### src/rtl/pin_service.sv
module pin_service #(
  parameter int NPINS = 8,
  parameter int PW    = (NPINS > 1) ? $clog2(NPINS) : 1
) (
  input  logic                  clk,
  input  logic                  rst_n,
  input  logic [NPINS-1:0]      line_in,
  input  logic [NPINS-1:0]      cfg_mask,
  input  logic [NPINS-1:0]      cfg_level,
  input  logic [NPINS-1:0][7:0] cfg_vector,
  input  logic [NPINS-1:0][7:0] cfg_dest,
  input  logic [NPINS-1:0]      cfg_dest_logical,
  input  logic [NPINS-1:0][2:0] cfg_dmode,
  input  logic                  dlv_ack,
  input  logic                  dlv_hit,
  input  logic                  eoi_valid,
  input  logic                  eoi_level,
  input  logic [7:0]            eoi_vector,
  output logic                  req_valid,
  output logic [PW-1:0]         req_pin,
  output logic [7:0]            req_vector,
  output logic [7:0]            req_dest,
  output logic                  req_dest_logical,
  output logic [2:0]            req_dmode,
  output logic                  req_level,
  output logic [NPINS-1:0]      irr_q,
  output logic [NPINS-1:0]      remote_q,
  output logic [NPINS-1:0]      coalesced
);

  logic [NPINS-1:0] prev_q, rise, pending, eoi_hit, grant_oh, set_oh;
  logic [PW-1:0]    sel;
  logic             issue, set_rem;

  assign rise    = line_in & ~prev_q;
  assign pending = irr_q & ~cfg_mask & ~(cfg_level & remote_q);
  assign issue   = !req_valid && (|pending);
  assign set_rem = req_valid && dlv_ack && dlv_hit && req_level;

  always_comb begin
    sel = '0;
    for (int i = NPINS - 1; i >= 0; i--)
      if (pending[i]) sel = PW'(i);
  end

  assign grant_oh = issue   ? (NPINS'(1) << sel)     : '0;
  assign set_oh   = set_rem ? (NPINS'(1) << req_pin) : '0;

  always_comb
    for (int i = 0; i < NPINS; i++)
      eoi_hit[i] = eoi_valid && eoi_level && (cfg_vector[i] == eoi_vector);

  always_ff @(posedge clk) begin
    if (!rst_n) begin
      prev_q    <= '0;
      irr_q     <= '0;
      remote_q  <= '0;
      coalesced <= '0;
    end else begin
      prev_q    <= line_in;
      coalesced <= rise & ~cfg_level & irr_q;
      remote_q  <= (remote_q & ~eoi_hit) | set_oh;
      for (int i = 0; i < NPINS; i++) begin
        if (cfg_level[i])      irr_q[i] <= line_in[i];
        else if (rise[i])      irr_q[i] <= 1'b1;
        else if (grant_oh[i])  irr_q[i] <= 1'b0;
      end
    end
  end

  always_ff @(posedge clk) begin
    if (!rst_n) begin
      req_valid        <= 1'b0;
      req_pin          <= '0;
      req_vector       <= '0;
      req_dest         <= '0;
      req_dest_logical <= 1'b0;
      req_dmode        <= '0;
      req_level        <= 1'b0;
    end else if (req_valid) begin
      if (dlv_ack) req_valid <= 1'b0;
    end else if (issue) begin
      req_valid        <= 1'b1;
      req_pin          <= sel;
      req_vector       <= cfg_vector[sel];
      req_dest         <= cfg_dest[sel];
      req_dest_logical <= cfg_dest_logical[sel];
      req_dmode        <= cfg_dmode[sel];
      req_level        <= cfg_level[sel];
    end
  end

endmodule

### config.mk
export PLATFORM = sky130hd
export DESIGN_NAME = pin_service
export DESIGN_NICKNAME = d
export VERILOG_FILES = /design/src/rtl/pin_service.sv
export SDC_FILE = /design/constraint.sdc
export NUM_CORES = 1
export LEC_CHECK = 0
export BUFFER_PORTS_ARGS = -buffer_cell sky130_fd_sc_hd__clkbuf_2
export CAP_MARGIN = 20
export CORE_UTILIZATION = 48
export CTS_CLUSTER_DIAMETER = 80
export DETAILED_ROUTE_END_ITERATION = 6
export GPL_ROUTABILITY_DRIVEN = 0
export GPL_TIMING_DRIVEN = 0
export PLACE_DENSITY_LB_ADDON = 0.08
export SYNTH_ARGS = -nofsm -noshare
export SYNTH_HDL_FRONTEND = slang
export SYNTH_SLANG_ARGS = --single-unit
export TNS_END_PERCENT = 100
### constraint.sdc
create_clock -name clk -period 3.4 [get_ports clk]
set_clock_uncertainty 0.05 [all_clocks]
set_input_delay 0.34 -clock clk [delete_from_list [all_inputs] [get_ports clk]]
set_output_delay 0.34 -clock clk [all_outputs]
set_load 0.005 [all_outputs]
======== Word level (Yosys, flattened, before mapping) ========
Index checks and enable logic that the tools add are counted.
word-level totals
  flip-flop bits (word level) ............. 57
  bits of input ports ..................... 198
  output and inout bits ................... 49
  word-level logic and storage cells ...... 114
cells by class
  magnitude comparators ................... 1
  equal/unequal tests ..................... 8
  shift operators ......................... 2
  mux-type cells .......................... 47
  bitwise logic cells ..................... 14
  reductions and logical operators ........ 24
operators with widths
  cell                   number
  $eq A8 B8 Y1           8
  $and A8 B8 Y8          7
  $bmux W8 S3            2
  $not A8 Y8             5
  $mux W8                4
  $mux W1                29
  $mux W3                9
  $reduce_bool A3 Y1     8
  $shl A1 B3 Y8 const A  2
  $logic_and A1 B1 Y1    13
  $bmux W3 S3            1
  $or A8 B8 Y8           1
  $reduce_or A8 Y1       1
  $bmux W1 S3            2
  $lt A3 B4 Y1 const B   1
  $reduce_and A2 Y1      1
  $logic_not A1 Y1       1
  $not A1 Y1             1

======== Logic depth before layout (Yosys ltp) ========
Gate-level depths: netlist (run 1).
  depth in word-level cells ............... 16
  depth in mapped cells ................... 8
  mapped depth without buffers ............ 6

======== Least setup slack after synthesis (run 1) ========
No wires, ideal clock.
  kind .................................... reg2reg
  start ................................... register irr_q[6]
  end ..................................... register req_dest[7]
  setup time .............................. 0.134 ns
  arrival time ............................ 2.161 ns
  required time ........................... 3.216 ns
  path slack .............................. 1.056 ns
  stages on the path, launching flop included .. 8
  buffers on the path ..................... 1
  clock period less this slack ............ 2.344 ns
  path through ............................ dfxtp_1 > nor2b_1 > a221o_1 > a221oi_4 > buf_6 > mux2_2 > a222oi_1 > o211ai_1
on the way
  longest elaborated chain between the ends .. 11
  elaborated cells between the ends (all ways) .. 14
  those cells by class .................... 9 x mux; 2 x bitwise; 3 x reduce/logical
RTL lines
  element                          RTL line  RTL
  start, declared                  26        output logic [NPINS-1:0] irr_q,
  start signal, assigned by index  64        if (cfg_level[i]) irr_q[i] <= line_in[i];
  $and A8 B8 Y8 (*) (2 in a row)   36        assign pending = irr_q & ~cfg_mask & ~(cfg_level & remote_q);
  $mux W3 (7 in a row)             43        if (pending[i]) sel = PW'(i);
  $bmux W8 S3                      86        req_dest <= cfg_dest[sel];
  $mux W8 (implied by the code)    86
  end signal, assigned             86
  end, declared                    22        output logic [7:0] req_dest,
Every way passes the cells marked *; elsewhere a longest branch is shown, timed or not. The select of a mux whose other input is x is not followed.
A chain may end at the register's enable or synchronous reset.

======== Final worst setup path (run 1) ========
  start ................................... register irr_q[5]
  end ..................................... register req_vector[0]
on the way
  longest elaborated chain between the ends .. 10
  elaborated cells between the ends (all ways) .. 13
  those cells by class .................... 8 x mux; 2 x bitwise; 3 x reduce/logical
RTL lines
  element                         RTL line  RTL
  $and A8 B8 Y8 (*) (2 in a row)  36
  $mux W3 (6 in a row)            43
  $bmux W8 S3                     85        req_vector <= cfg_vector[sel];
  $mux W8 (implied by the code)   85
  end signal, assigned            85
  end, declared                   21        output logic [7:0] req_vector,
Marked as above.

==> summary.md, run 1 <==
| Metric | Value |
|---|---|
| Antenna cells | 0 |
| Maximum clock frequency | between 300 and 400 MHz |
| Area growth syn-to-layout | 36.7% |
| Share of cells above drive strength 1 | 0.407 |
| Fin crit period | between 2 and 3 ns |
| Avg Cell Area, Syn | 8.95 sq um |
| Number of flops mapped to enable cells by yosys | 0 |
| Worst Setup Start Kind | register |
| Number of setup buffers added after CTS | 0 |
| Nets@finish | ~910 |
| Max-Cap Viols | 0 |
| Peak VDD IR | 0.226 mV |
| Comb power frac | 0.329 |
| Critical path required time | 3.57 ns |
| Status | complete, but fails checks |
| Final Hold Viols | 0 |
| Largest net degree at the start of global routing | 12 |
| Detail Placement HPWL | 13200 um |
| Hold Path Depth | 3 |
| H-tree depth | 3 |
| First-pass GRT wire length | 24600 um |
| Clock power frac | 0.311 |
| Pwr per Cell Area | 374 nW/um^2 |
| DRT iter0 DRCs | 554 |
| Die ar. | between 9000 and 10000 sq um |
| Failing checks | design-rule violations |
| Total GRT Usage | 0.366 |
| IO Count | 247 |
| Worst EP arrival | 3.12 ns |
| Most frequent cells in the layout | 238 x clkbuf_2, 57 x dfxtp_1, 56 x xnor2_1, 33 x a222oi_1, 29 x nand2_1 |
| Clk Latency, worst-skew pair | 0.35 ns |
| Worst r2r src | irr_q[5]$_SDFFE_PN0P_ |
| Final core utilization | 0.683 |
| Vias in the first global route | 4720 |
| Crit path max fanout | 10 |
| Synthesized area | ~4100 sq um |
| CTS tree | yes |
| Worst Min Path Start | cfg_dest[36] |
| Period Utilization, post-route | 0.869 |
| Starting Density | 0.499 |
| Met2 GRT Util | 0.584 |
| Gr ovfl total | 0 |
| Die X | ~95 um |
| Pint | 1.40 mW |
| Total CTS buffers | 9 |
| Ys flop type | dfxtp_1 |
| Buffers on Ports | 238 |
| Worst slew pin tran | 0.979 ns |
| Async SR Flop Fraction | 0 |
| Routed WL per cell | about 21 um |
| Rel. slew slack | 0.345 |
| Yosys reg bits | 57 |
| Post-placement cell area | 5470 sq um |
| Most common cell after layout, fill and taps aside | clkbuf_2 |
| Met1 Use GR | 0.473 |
| Clock Pin Slew Worst Setup and Hold Paths | around 0.080 ns |
| Setup Viol. Count Final | 0 |
| Non-Filler Instances | 823 |
| Clock Tree Root | clkbuf_8 |
| Die Ht | 94.9 um |
| Cells on worst reg2reg path | 7 |
| Fill cells | 737 |
| DR DRC count | 2 |
| Hold Slack | 0.157 ns |
| Worst Hold End | req_dest[4]$_SDFFE_PN0P_ |
| R2R Path End | req_vector[0]$_SDFFE_PN0P_ |
| Worst reg2reg setup slack | 0.44 ns |
| Sequential-to-total area share from yosys stat | 0.275 |
| Flop pwr share | 0.360 |
| Vias per cell | ~6 |
| Netlist cell types | 50 |
| Final instance area | 5670 sq um |
| Antenna violations before repair | 0 |
| Bufs on Longest Clock Path | 2 |
| Setup TNS | 0 ns |
| Crit path kind | register to register |
| Hold_buf cts | 0 |
| Rows | 33 |
| Placeable Area | 8300 sq um |
| Placed cells | 807 |
| Most congested layer reported by global routing | met2 |
| YS warnings | 0 |
| Synth Net Count | 661 |
| Met3 usage | 0.0813 |
| Pins over their slew limit | 0 |
| Vias | 5010 |
| Post-Syn Instances | 463 |
| Clock sink total | 57 |
| PostCTS Resize Cnt | 0 |
| Pleak | around 2.4 nW |
| CP endpoint kind | register |
| Switching portion of total power | 0.341 |
| Remaining antenna violation count | 0 |
| Drt first pass iters | 7 |
| Unrepaired setup endpoints after global routing | false |
| Sw power | 0.723 mW |
| Hold/Removal Path Class | input port to register |
| Routed WL | 16900 um |
## how the worst max path moves through the flow
stage                          start                    endpoint  slack [ns]  depth (start not counted)
6_report       irr_q[5]$_SDFFE_PN0P_  req_vector[0]$_SDFFE_PN0P_        0.44                          7
3_3_place_gp             cfg_mask[5]    req_dest[6]$_SDFFE_PN0P_        0.48                          8
5_1_grt        irr_q[5]$_SDFFE_PN0P_  req_vector[7]$_SDFFE_PN0P_        0.26                          7
4_1_cts        irr_q[5]$_SDFFE_PN0P_  req_vector[0]$_SDFFE_PN0P_        0.48                          7
2_1_floorplan  irr_q[6]$_SDFFE_PN0P_    req_dest[7]$_SDFFE_PN0P_        1.06                          7
3_5_place_dp             cfg_mask[5]  req_vector[0]$_SDFFE_PN0P_        0.45                          8
## layer usage
layer	vias up	share of wire	routed length, um
met4	0	0.035	595
met1	2326	0.40	6800
met3	54	0.10	1720
li1	2288	-	-
met2	342	0.46	7810
met5	-	0	0
## critical path: stages, from the launching register on
cell,delay [ns]
dfxtp_1,0.36
nor2b_1,0.42
a22oi_1,0.19
a221oi_4,0.70
buf_6,0.27
mux2_2,0.34
a222oi_1,0.36
o211ai_1,0.12
## Yosys cell counts, types with 3 or more instances
master    number  area share
xor2_1         8       0.017
nand3_1       11       0.013
a222oi_1      33       0.080
and2_1        16       0.024
o41ai_1       10       0.021
and3_1         4      0.0060
a22oi_1        6       0.011
nand2_1       29       0.026
o211ai_1      20       0.036
inv_1         14       0.013
nand3b_1       5      0.0091
xnor2_1       56        0.12
clkbuf_1      23       0.021
or2_2          3      0.0045
nor2b_1       14       0.021
buf_6          3      0.0081
o21ai_0        9       0.011
dfxtp_1       57        0.28
a21oi_1       12       0.014
mux2_1         6       0.016
buf_1          3      0.0027
a22o_1        13       0.027
a21boi_0      16       0.029
mux2i_1       10       0.024
nor3_1         3      0.0036
nand2b_1       4      0.0060
or2_0          7       0.011
mux2_2        26       0.071
nand4_1        9       0.014
nor2_1         8      0.0072
## sequential cells by signal, summed over array words and instances, names as in the netlist, 3 cells and up
signal / flops
coalesced: 8
remote_q: 8
req_dest: 8
irr_q: 8
prev_q: 8
req_dmode: 3
req_vector: 8
req_pin: 3
## per-stage QoR
step / setup WS (ns) / total power, mW
after floorplan: 1.06 / 1.15
after global placement: 0.482 / 1.45
after detailed placement: 0.446 / 1.46
after CTS: 0.481 / 2.11
after global routing: 0.256 / 2.20
final: 0.445 / 2.12
## logic make-up (layout without fill, tap and decap cells)
logic type	after synthesis	after routing	share of synthesized area
compound gates	135	135	0.269
xor+xnor	64	64	0.135
buf+inv	44	299	0.0492
flops	57	57	0.275
mux	42	42	0.111
simple gates	121	121	0.161
## cell type report
type	count	area, sq um	share of cell area
Clock inverter	6	67.6	0.0119
Clock buffer	10	128	0.0225
Timing Repair Buffer	239	1200	0.211
Inverter	14	52.6	0.00927
Tap cell	105	131	0.0232
Multi-Input combinational cell	362	2800	0.494
Buffer	30	151	0.0267
Sequential cell	57	1140	0.201
## power by group through the flow
stage,sequential [mW],combinational [mW],clock (mW)
finish,0.764,0.699,0.659
global route,0.769,0.748,0.683
CTS,0.763,0.688,0.657
detailed placement,0.778,0.684,0
global placement,0.774,0.672,0
floorplan,0.774,0.379,0
(Power assumes the default switching activity.)
==> run 2, diff against run 1 <==
--- a/config.mk
+++ b/config.mk
@@ -5,9 +5,10 @@
 export SDC_FILE = /design/constraint.sdc
 export NUM_CORES = 1
 export LEC_CHECK = 0
+export ABC_AREA = 1
 export BUFFER_PORTS_ARGS = -buffer_cell sky130_fd_sc_hd__clkbuf_2
 export CAP_MARGIN = 20
-export CORE_UTILIZATION = 48
+export CORE_UTILIZATION = 51
 export CTS_CLUSTER_DIAMETER = 80
 export DETAILED_ROUTE_END_ITERATION = 6
 export GPL_ROUTABILITY_DRIVEN = 0
==> summary.md, run 2 <==
| Metric | Value |
|---|---|
| Hold Slack | 0.148 ns (was 0.157 ns) |
| Worst Setup Start Kind | register (unchanged) |
| Unrepaired setup endpoints after global routing | false (unchanged) |
| Final Hold Viols | 0 (unchanged) |
| Crit-path max cell delay | 0.42 ns (was 0.70 ns) |
| Met3 usage | 0.0585 (was 0.0813) |
| Period Utilization, post-route | 0.665 (was 0.869) |
| Most common cell after layout, fill and taps aside | nand2_1 (was clkbuf_2) |
| Final instance area | 6430 sq um (was 5670 sq um) |
| Leading area contributor after synthesis | dfxtp_1 (unchanged) |
| Comb power frac | 0.424 (was 0.329) |
| YS warnings | 0 (unchanged) |
| Yosys top cell area share | 0.234 (was 0.275) |
| Remaining antenna violation count | 0 (unchanged) |
| Hold/Removal Path Class | input port to register (unchanged) |
| Met2 GRT Util | 0.591 (was 0.584) |
| Clock power frac | 0.248 (was 0.311) |
| Die X | 99.8 um (was 94.9 um) |
| Antenna cells | 0 (unchanged) |
| Crit path to | req_dest[2]$_SDFFE_PN0P_ (was req_vector[0]$_SDFFE_PN0P_) |
| H-tree depth | 3 (unchanged) |
| Most frequent cells after synthesis | 254 x nand2_1, 159 x nand3_1, 93 x inv_1 (was 57 x dfxtp_1, 56 x xnor2_1, 33 x a222oi_1) |
| Netlist cell types | 35 (was 50) |
| Placed cells | 1206 (was 807) |
| Async SR Flop Fraction | 0 (unchanged) |
| Switching portion of total power | 0.419 (was 0.341) |
| Number of setup buffers added after CTS | 0 (unchanged) |
| Buffers on Ports | 242 (was 238) |
| Clock Pin Slew Worst Setup and Hold Paths | 0.08 ns (about the same) |
| Largest net degree at the start of global routing | 13 (was 12) |
| Non-Filler Instances | 1222 (was 823) |
| Starting Density | 0.528 (was 0.499) |
| DRT iter0 DRCs | 730 (was 554) |
| IO Count | 247 (unchanged) |
| Cells on worst reg2reg path | 15 (was 7) |
| Peak VDD IR | 0.275 mV (was 0.226 mV) |
| First-pass GRT wire length | 29700 um (was 24600 um) |
| Setup TNS | 0 ns (unchanged) |
| Number of flops mapped to enable cells by yosys | 0 (unchanged) |
| Pleak | 3.55 nW (was 2.43 nW) |
| Pins over their slew limit | 0 (unchanged) |
| Yosys reg bits | 57 (unchanged) |
| Sequential-to-total area share from yosys stat | 0.234 (was 0.275) |
| Rel. slew slack | 0.509 (was 0.345) |
| CP endpoint kind | register (unchanged) |
| Setup ws final | 1.14 ns (was 0.445 ns) |
| Most congested layer reported by global routing | met2 (unchanged) |
| Antenna violations before repair | 0 (unchanged) |
| Vias in the first global route | 5750 (was 4720) |
| PostCTS Resize Cnt | 0 (unchanged) |
| Post-placement cell area | 6250 sq um (was 5470 sq um) |
| Rows | 35 (was 33) |
| Met1 Use GR | 0.538 (was 0.473) |
| Pint | 1.37 mW (was 1.40 mW) |
| Die ar. | 9960 sq um (was 9010 sq um) |
| Worst r2r src | irr_q[5]$_SDFFE_PN0P_ (unchanged) |
| CP dominant cell by count | nand2_1 |
| Clock Tree Root | clkbuf_8 (unchanged) |
| Worst reg2reg setup slack | 1.14 ns (was 0.44 ns) |
| Hold_buf cts | 0 (unchanged) |
| Vias per cell | 5.55 (was 6.09) |
| R2R Path End | req_dest[2]$_SDFFE_PN0P_ (was req_vector[0]$_SDFFE_PN0P_) |
| Synth area leaders | dfxtp_1 23%, nand2_1 20%, nand3_1 16%, inv_1 7.2%, nand4_1 6.7% (was dfxtp_1 28%, xnor2_1 12%, a222oi_1 8.0%, mux2_2 7.1%, o211ai_1 3.6%) |
| Fin crit period | 2.26 ns (was 2.96 ns) |
| CTS tree | yes (unchanged) |
| Avg Cell Area, Syn | 5.84 sq um (was 8.95 sq um) |
| Synthesized area | 4880 sq um (was 4150 sq um) |
| Pwr per Cell Area | 366 nW/um^2 (was 374 nW/um^2) |
| Gr ovfl total | 0 (unchanged) |
| Share of cells above drive strength 1 | 0.289 (was 0.407) |
| Slowest CP cell | clkbuf_1 (was a221oi_4) |
| Launch point of the worst path | irr_q[5]$_SDFFE_PN0P_ (unchanged) |
| Flop pwr share | 0.327 (was 0.360) |
| Setup WS pre-CTS | 1.18 ns (was 0.446 ns) |
| Sw power | 0.987 mW (was 0.723 mW) |
| Worst EP arrival | 2.50 ns (was 3.12 ns) |
| Crit path max fanout | 10 (unchanged) |
| Synth Net Count | 1033 (was 661) |
| Clock sink total | 57 (unchanged) |
| Bufs on Longest Clock Path | 2 (unchanged) |
| CP Cell Sequence | inv_1 -> nor2_1 -> nand2_1 -> nand2_1 -> clkinv_1 -> nand2_1 -> nand2_2 -> nand2_4 -> clkbuf_1 -> nand4_1 -> nand3_1 -> nand2_1 -> nand3_1 -> nand2_1 -> inv_1 (was nor2b_1 -> a22oi_1 -> a221oi_4 -> buf_6 -> mux2_2 -> a222oi_1 -> o211ai_1) |
| Crit path kind | register to register (unchanged) |
| Status | finished clean (was complete, but fails checks) |
| Drt first pass iters | 5 (was 7) |
| Maximum clock frequency | 442 MHz (was 338 MHz) |
| Nets@finish | 1286 (was 911) |
| Most frequent cells in the layout | 254 x nand2_1, 242 x clkbuf_2, 159 x nand3_1, 93 x inv_1, 57 x dfxtp_1 (was 238 x clkbuf_2, 57 x dfxtp_1, 56 x xnor2_1, 33 x a222oi_1, 29 x nand2_1) |
| DR DRC count | 0 (was 2) |
| Area growth syn-to-layout | 31.8% (was 36.7%) |
| Setup Viol. Count Final | 0 (unchanged) |
| Max-Cap Viols | 0 (unchanged) |
| Placeable Area | 9240 sq um (was 8300 sq um) |
| Clk Latency, worst-skew pair | 0.35 ns (about the same) |
| Post-Syn Instances | 835 (was 463) |
| Ys flop type | dfxtp_1 (unchanged) |
| Routed WL | 19700 um (was 16900 um) |
| Largest delay share family, worst path | simple AND/OR/NAND/NOR gates (was compound AO/OA/AOI/OAI gates) |
| Vias | 6787 (was 5010) |
| Detail Placement HPWL | 15600 um (was 13200 um) |
| Most frequent cell after synthesis | nand2_1 (was dfxtp_1) |
| Total CTS buffers | 9 (unchanged) |
| Critical path required time | 3.64 ns (was 3.57 ns) |
| Die Ht | 99.8 um (was 94.9 um) |
| Total GRT Usage | 0.387 (was 0.366) |
| Worst slew pin tran | 0.737 ns (was 0.979 ns) |
| Crit path buf inv count | 4 (was 1) |
| Stages on worst setup path | 15 (was 7) |
| Routed WL per cell | 16.2 um (was 20.6 um) |
## run 2: cell type report
| cell class | count | area (sq um) |
|---|---|---|
| clock inverters | 7 | 53.8 |
| well taps | 129 | 161 |
| clock buffers | 9 | 124 |
| repair buffers | 242 | 1210 |
| flip-flops and latches | 57 | 1140 |
| multi-input cells | 621 | 3090 |
| inverters | 105 | 394 |
| plain buffers | 52 | 255 |
| fillers | 915 | 2810 |
## run 2: how the worst min path moves through the flow
stage / startpoint / end / slack (ns) / depth (start not counted)
finish: line_in[6] / prev_q[6]$_SDFF_PN0_ / 0.15 / 3
global placement: prev_q[2]$_SDFF_PN0_ / coalesced[2]$_SDFF_PN0_ / 0.36 / 1
global route: cfg_level[2] / coalesced[2]$_SDFF_PN0_ / 0.15 / 2
floorplan: prev_q[5]$_SDFF_PN0_ / coalesced[5]$_SDFF_PN0_ / 0.35 / 1
detailed placement: prev_q[2]$_SDFF_PN0_ / coalesced[2]$_SDFF_PN0_ / 0.36 / 1
CTS: line_in[6] / prev_q[6]$_SDFF_PN0_ / 0.14 / 3
## run 2: power groups by stage
| stage | registers (mW) | clock network [mW] | logic (mW) |
|---|---|---|---|
| 2_1_floorplan | 0.782 | 0 | 0.581 |
| 3_3_place_gp | 0.783 | 0 | 0.963 |
| 3_5_place_dp | 0.784 | 0 | 0.966 |
| 4_1_cts | 0.769 | 0.584 | 0.972 |
| 5_1_grt | 0.776 | 0.624 | 1.09 |
| 6_report | 0.771 | 0.585 | 0.999 |
## run 2: tightest hold or removal path, delay by kind of cell
family,cells,cell delay (ns)
buf+inv,2,0.14
simple gates,1,0.05
## run 2: through the flow
| step | utilization | total power [mW] |
|---|---|---|
| floorplan | - | 1.36 |
| global placement | 0.676 | 1.75 |
| detailed placement | 0.676 | 1.75 |
| CTS | 0.696 | 2.33 |
| global route | 0.696 | 2.49 |
| finish | 0.696 | 2.35 |
## run 2: logic make-up (layout without fill, tap and decap cells)
logic type	Yosys count	after routing	share of synthesized area
AO/OA/AOI/OAI	62	62	0.0836
buffers and inverters	157	415	0.133
XOR/XNOR	24	24	0.0431
flip-flops	57	57	0.234
AND/OR/NAND/NOR	535	535	0.506
## run 2: routing by layer
layer / up-vias / share of wire / routed length (um)
met1: 3000 / 0.41 / 8190
met5: - / 0 / 0
met4: 0 / 0.042 / 828
met2: 448 / 0.43 / 8470
li1: 3265 / - / -
met3: 74 / 0.11 / 2260
